===== src/rtl/evt_trig_pkg.sv =====
package evt_trig_pkg;
    // Positions of the control word fields (read back by software)
    localparam int CTRL_W     = 32;
    localparam int BIT_PULSE  = 0;
    localparam int BIT_LVL    = 1;
    localparam int BIT_RISE   = 2;
    localparam int BIT_FALL   = 3;
    localparam int SEL_LO     = 4;
    localparam int SEL_W      = 3;
    localparam int BIT_FLAG   = 7;
    localparam int SRC_LO     = 8;
    localparam int SRC_W      = 2;
    localparam int BIT_INV_A  = 10;
    localparam int BIT_INV_B  = 11;
    localparam int USED_W     = 12;

    typedef enum logic [SRC_W-1:0] {
        SRC_A   = 2'd0,
        SRC_B   = 2'd1,
        SRC_OR  = 2'd2,
        SRC_AND = 2'd3
    } src_mode_e;

    typedef enum logic {
        FLG_CLEAR = 1'b0,
        FLG_SET   = 1'b1
    } flag_state_e;

    typedef struct packed {
        logic             inv_b;
        logic             inv_a;
        src_mode_e        src_sel;
        logic [SEL_W-1:0] line_sel;
        logic             fall_en;
        logic             rise_en;
        logic             lvl_mode;
        logic             pulse_en;
    } chan_cfg_t;
endpackage


===== src/rtl/evt_src_cond.sv =====
module evt_src_cond
    import evt_trig_pkg::*;
(
    input  logic      clk,
    input  logic      rst_n,
    input  logic      in_a,
    input  logic      in_b,
    input  logic      inv_a,
    input  logic      inv_b,
    input  src_mode_e src_sel,
    output logic      rise,
    output logic      fall
);
    logic a_c, b_c, src_now;
    logic smp_q, prev_q;

    // Inversion first, then combination
    always_comb begin
        a_c = in_a ^ inv_a;
        b_c = in_b ^ inv_b;
        unique case (src_sel)
            SRC_A:   src_now = a_c;
            SRC_B:   src_now = b_c;
            SRC_OR:  src_now = a_c | b_c;
            SRC_AND: src_now = a_c & b_c;
            default: src_now = 1'b0;
        endcase
    end

    always_ff @(posedge clk or negedge rst_n) begin
        if (!rst_n) begin
            smp_q  <= 1'b0;
            prev_q <= 1'b0;
        end else begin
            smp_q  <= src_now;
            prev_q <= smp_q;
        end
    end

    assign rise = smp_q & ~prev_q;
    assign fall = ~smp_q & prev_q;

    AST_EDGE_EXCL: assert property (@(posedge clk) disable iff (!rst_n)
        !(rise && fall));
endmodule


===== src/rtl/evt_flag_fsm.sv =====
module evt_flag_fsm
    import evt_trig_pkg::*;
(
    input  logic clk,
    input  logic rst_n,
    input  logic rise,
    input  logic fall,
    input  logic rise_en,
    input  logic fall_en,
    input  logic lvl_mode,
    input  logic sw_wr,
    input  logic sw_val,
    output logic evt,
    output logic flag
);
    flag_state_e state_q, state_d;
    logic        hw_upd;
    logic        hw_val;

    assign evt = (rise & rise_en) | (fall & fall_en);

    // Hardware update request and the value it carries
    always_comb begin
        if (lvl_mode) begin
            hw_upd = rise | fall;
            hw_val = rise ? rise_en : fall_en;
        end else begin
            hw_upd = evt;
            hw_val = 1'b1;
        end
    end

    always_comb begin
        state_d = state_q;
        unique case (state_q)
            FLG_CLEAR: begin
                if (hw_upd) begin
                    if (hw_val) state_d = FLG_SET;        // set_by_edge
                end else if (sw_wr && sw_val) begin
                    state_d = FLG_SET;                    // sw_set
                end
            end
            FLG_SET: begin
                if (hw_upd) begin
                    if (!hw_val) state_d = FLG_CLEAR;     // clear_by_edge
                end else if (sw_wr && !sw_val) begin
                    state_d = FLG_CLEAR;                  // sw_clear
                end
            end
            default: state_d = FLG_CLEAR;
        endcase
    end

    always_ff @(posedge clk or negedge rst_n) begin
        if (!rst_n) state_q <= FLG_CLEAR;
        else        state_q <= state_d;
    end

    assign flag = (state_q == FLG_SET);

    AST_STICKY_HOLD: assert property (@(posedge clk) disable iff (!rst_n)
        (flag && !lvl_mode && !sw_wr) |=> flag);
    AST_EVENT_SETS: assert property (@(posedge clk) disable iff (!rst_n)
        (evt && !lvl_mode) |=> flag);
    AST_LVL_RISE_CLR: assert property (@(posedge clk) disable iff (!rst_n)
        (lvl_mode && rise && !rise_en) |=> !flag);
    AST_SW_WRITE: assert property (@(posedge clk) disable iff (!rst_n)
        (sw_wr && !rise && !fall) |=> (flag == $past(sw_val)));
endmodule


===== src/rtl/evt_pulse_route.sv =====
module evt_pulse_route #(
    parameter int NUM_OUT = 4,
    parameter int SEL_W   = 3
) (
    input  logic               clk,
    input  logic               rst_n,
    input  logic               evt,
    input  logic               pulse_en,
    input  logic [SEL_W-1:0]   line_sel,
    output logic [NUM_OUT-1:0] trig
);
    logic fire;
    assign fire = evt & pulse_en;

    for (genvar i = 0; i < NUM_OUT; i++) begin : g_line
        always_ff @(posedge clk or negedge rst_n) begin
            if (!rst_n) trig[i] <= 1'b0;
            else        trig[i] <= fire && (line_sel == SEL_W'(i));
        end
    end

    AST_TRIG_ONEHOT: assert property (@(posedge clk) disable iff (!rst_n)
        $onehot0(trig));
    AST_TRIG_NEEDS_EN: assert property (@(posedge clk) disable iff (!rst_n)
        (|trig) |-> $past(pulse_en && evt));
    AST_TRIG_SEL_RANGE: assert property (@(posedge clk) disable iff (!rst_n)
        (|trig) |-> ($past(line_sel) < NUM_OUT));
endmodule


===== src/rtl/evt_trig_chan.sv =====
module evt_trig_chan
    import evt_trig_pkg::*;
#(
    parameter int NUM_OUT = 4
) (
    input  logic               clk,
    input  logic               rst_n,
    input  logic               in_a,
    input  logic               in_b,
    input  logic               reg_wr,
    input  logic [CTRL_W-1:0]  reg_wdata,
    output logic [CTRL_W-1:0]  reg_rdata,
    output logic [NUM_OUT-1:0] trig_out
);
    chan_cfg_t cfg_q;
    logic      rise, fall, evt, flag;

    always_ff @(posedge clk or negedge rst_n) begin
        if (!rst_n) begin
            cfg_q <= '0;
        end else if (reg_wr) begin
            cfg_q.pulse_en <= reg_wdata[BIT_PULSE];
            cfg_q.lvl_mode <= reg_wdata[BIT_LVL];
            cfg_q.rise_en  <= reg_wdata[BIT_RISE];
            cfg_q.fall_en  <= reg_wdata[BIT_FALL];
            cfg_q.line_sel <= reg_wdata[SEL_LO +: SEL_W];
            cfg_q.src_sel  <= src_mode_e'(reg_wdata[SRC_LO +: SRC_W]);
            cfg_q.inv_a    <= reg_wdata[BIT_INV_A];
            cfg_q.inv_b    <= reg_wdata[BIT_INV_B];
        end
    end

    evt_src_cond u_src (
        .clk     (clk),
        .rst_n   (rst_n),
        .in_a    (in_a),
        .in_b    (in_b),
        .inv_a   (cfg_q.inv_a),
        .inv_b   (cfg_q.inv_b),
        .src_sel (cfg_q.src_sel),
        .rise    (rise),
        .fall    (fall)
    );

    evt_flag_fsm u_flag (
        .clk      (clk),
        .rst_n    (rst_n),
        .rise     (rise),
        .fall     (fall),
        .rise_en  (cfg_q.rise_en),
        .fall_en  (cfg_q.fall_en),
        .lvl_mode (cfg_q.lvl_mode),
        .sw_wr    (reg_wr),
        .sw_val   (reg_wdata[BIT_FLAG]),
        .evt      (evt),
        .flag     (flag)
    );

    evt_pulse_route #(.NUM_OUT(NUM_OUT), .SEL_W(SEL_W)) u_route (
        .clk      (clk),
        .rst_n    (rst_n),
        .evt      (evt),
        .pulse_en (cfg_q.pulse_en),
        .line_sel (cfg_q.line_sel),
        .trig     (trig_out)
    );

    always_comb begin
        reg_rdata                       = '0;
        reg_rdata[BIT_PULSE]            = cfg_q.pulse_en;
        reg_rdata[BIT_LVL]              = cfg_q.lvl_mode;
        reg_rdata[BIT_RISE]             = cfg_q.rise_en;
        reg_rdata[BIT_FALL]             = cfg_q.fall_en;
        reg_rdata[SEL_LO +: SEL_W]      = cfg_q.line_sel;
        reg_rdata[BIT_FLAG]             = flag;
        reg_rdata[SRC_LO +: SRC_W]      = cfg_q.src_sel;
        reg_rdata[BIT_INV_A]            = cfg_q.inv_a;
        reg_rdata[BIT_INV_B]            = cfg_q.inv_b;
    end

    AST_RST_CLEAN: assert property (@(posedge clk) disable iff (!rst_n)
        $rose(rst_n) |-> (trig_out == '0));
endmodule


===== config.mk =====
export PLATFORM = sky130hd
export DESIGN_NAME = evt_trig_chan
export DESIGN_NICKNAME = d
export VERILOG_FILES = /design/src/rtl/evt_trig_pkg.sv /design/src/rtl/evt_src_cond.sv /design/src/rtl/evt_flag_fsm.sv /design/src/rtl/evt_pulse_route.sv /design/src/rtl/evt_trig_chan.sv
export SDC_FILE = /design/constraint.sdc
export NUM_CORES = 1
export LEC_CHECK = 0
export ABC_AREA = 1
export BUFFER_PORTS_ARGS = -buffer_cell sky130_fd_sc_hd__buf_2
export CORE_UTILIZATION = 25
export CTS_BUF_LIST = sky130_fd_sc_hd__clkbuf_8 sky130_fd_sc_hd__clkbuf_16
export CTS_CLUSTER_DIAMETER = 100
export DETAILED_ROUTE_END_ITERATION = 10
export HOLD_SLACK_MARGIN = 0.03
export SKIP_LAST_GASP = 1
export SYNTH_ARGS = -nofsm -noshare
export SYNTH_HDL_FRONTEND = slang
export SYNTH_SLANG_ARGS = --single-unit

===== constraint.sdc =====
create_clock -name clk -period 2.2 [get_ports clk]
set_input_delay 0.11 -clock clk [delete_from_list [all_inputs] [get_ports clk]]
set_output_delay 0.11 -clock clk [all_outputs]
set_load 0.01 [all_outputs]

==> results.toml <==
[power_and_ir_drop]
seqPwrFrac_pct = 50.9
combPwrFrac_pct = 20.1
p_leak_nw = 0.6616
power.internal_w = 0.0005395
powerDensity_nw_per_um2 = 671.8
power.switching_w = 0.0002128
clockPowerShare_pct = 29.0
vdd_drop_max_v = 0.0001591
p_sw_share_pct = 28.29

[worst_hold_path]
whs_path_depth = 3
hp-start = "reg_wdata[0]"
hold_class = "input pin to flop"

[grt]
grtUsageTotal_pct = 8.767
grt_pass1_vias = 638
grt_max_degree = 22
grt_pass1_wl_um = 2746
antenna_found_initial = 0
grt_overflow_total = 0

[detailed_routing]
wl_per_cell_um = 8.525
wl_met3_um = 110
first_pass_iters = 4
drt-total-wl_um = 1688
viasPerCell = 3.732
wl_met2_um = 846
wirelength_met1_um = 689
vias = 739
drc = 0
ant_nets = 0
top_layer = "met4"
drt_iter0_markers = 27

[cts]
cts_max_path_buffers = 2
cts_tree = "yes"
ctsResizeCount = 0
clk_transition_reported_paths_ns = 0.06
cts_made_buffers = 3
cts_sinks = 18
cts_root_buf = "clkbuf_8"
clk_latency_ns = 0.24
htree_levels = 1

[cells_and_area]
num_antenna_cells = 0
syn2layout_area_growth_pct = 12.86
ff_latch_area_um2 = 450.4
n_fill_cell = 439
fin_nets = 191
multi_input_area_um2 = 349.1
utilization_pct = 29.91
layout-drive-gt1-share_pct = 23.33

[die]
rows = 22
core_um2 = 3744
die_h_um = 65
fp.dieW_um = 65
boundaryPins = 73
dieArea_um2 = 4225
initial_core_util_pct = 26.50

[timing]
finalCritPeriodShare_pct = 51.42
finalCriticalPeriod_ns = 1.131
fin_skew_ns = 0.0008051
setup_tns_ns = 0
rsz0062_at_grt = "false"
setup_viol = 0
clock.fmax_ghz = 0.8840
hold_violations = 0
drv_slew = 0

[worst_setup_path]
reg2regPathDepth = 5
reg2reg_from = "u_src.smp_q"
crit_top_cell = "nor2_1"
cp_cell_sequence = "ha_1 -> nor2_1 -> nand2_1 -> nor2_1 -> a21oi_1"
critPathKind = "flop to flop"
crit_required_ns = 2.33
path_max_fanout = 3
cpPeakStageDelay_ns = 0.40
worstPathArrival_ns = 1.27
cp-startpoint = "u_src.smp_q"
cp_slowest_cell = "dfrtp_1"
cp-end-kind = "flop"
start_kind = "flop"

[place]
port_buffers = 32
hpwl_um = 1314
gp_congestion = 0.7557

[synthesis]
yosysWarnings = 0
synthCells = 124
ys_ff_latch = 18
yosysSeqAreaShare_pct = 45.40
synth_cell_types = 12
netlist_area_um2 = 992.2
syn_area_per_cell_um2 = 8.002

[job]
drv_cap = 0

[run_status]
outcome = "completed"
## power by group through the flow
stage	sequential [W]	clock, W	combinational (W)
detailed placement	0.000389	0	0.000153
CTS	0.000383	0.000231	0.000155
global route	0.000387	0.000247	0.000177
finish	0.000383	0.000218	0.000151
floorplan	0.000391	0	0.000137
global placement	0.000389	0	0.000151
## timing repair
item / 4_1_cts / 5_1_grt
hold endpoints to repair: 18 / 0
hold buffers: 1 / 0
setup buffers: 0 / 0
## worst paths after layout
kind                                   endpoint  slack, ns
worst max register to register      u_flag.flag       1.07
worst min register to register     u_src.prev_q       0.42
worst min-delay path               reg_rdata[0]       0.06
max in group asynchronous       u_route.trig[2]       1.60
min in group asynchronous       u_route.trig[1]       0.32
worst max-delay path                u_flag.flag       1.07
## worst max-delay path, delay by kind of cell (launching register included)
family | cells | cell delay [ns]
fa+ha+maj | 1 | 0.29
simple gates | 3 | 0.29
flops | 1 | 0.40
compound gates | 1 | 0.05
## Yosys cell counts
library cell / count / share of area [%]
buf_4: 28 / 21
a21oi_1: 1 / 0.50
nand3_1: 3 / 1.5
o21ai_0: 8 / 4.0
buf_2: 1 / 0.50
inv_1: 13 / 4.9
nand2_1: 41 / 16
ha_1: 2 / 2.5
conb_1: 1 / 0.38
nor3_1: 4 / 2.0
dfrtp_1: 18 / 45
nor2_1: 4 / 1.5
## per-stage QoR
stage / worst slack (ns) / std cells / hold slack, ns / total power (W) / area [um^2]
2_1_floorplan: 1.153 / 143 / -0.1856 / 0.0005281 / 1064
3_3_place_gp: 1.096 / 194 / 0.06879 / 0.0005393 / 1069
5_1_grt: 0.9483 / 198 / 0.07017 / 0.0008109 / 1120
3_5_place_dp: 1.083 / 194 / 0.06996 / 0.0005421 / 1069
6_report: 1.069 / 198 / 0.05905 / 0.0007523 / 1120
4_1_cts: 1.063 / 198 / 0.05260 / 0.0007694 / 1120
## placed cells by master, fill, tap and decap left out, drive strengths merged
| cell type | n |
|---|---|
| buf | 32 |
| clkbuf | 3 |
| a21oi | 1 |
| ha | 2 |
| inv | 13 |
| conb | 20 |
| nand2 | 41 |
| dfrtp | 18 |
| nand3 | 3 |
| dlygate4sd3 | 1 |
| nor3 | 4 |
| o21ai | 8 |
| nor2 | 4 |
## layout make-up
cell class,count,share of cell area [%]
Sequential cell,18,40.22
Timing Repair Buffer,33,15.20
Multi-Input combinational cell,83,31.17
Clock buffer,3,3.687
Inverter,13,4.358
Tap cell,48,5.363
## flip-flops by register name, indices dropped and copies added (netlist names)
name and flops:
u_src.prev_q 1, u_flag.flag 1, reg_rdata 11, u_route.trig 4, u_src.smp_q 1
## logic make-up after synthesis
logic type	count (synthesis)	synth area share [%]
buffers and inverters	42	26.61
adders and majority gates	2	2.522
AOI/OAI and AO/OA	9	4.539
other	1	0.3779
DFF	18	45.40
and+or+nand+nor	52	20.55
## layer usage
| metal | track usage [%] | up-vias |
|---|---|---|
| met2 | 14.71 | 27 |
| met4 | 5.833 | 0 |
| met3 | 2.113 | 4 |
| li1 | - | 381 |
| met5 | 0 | - |
| met1 | 9.740 | 327 |
(Power assumes the default switching activity.)
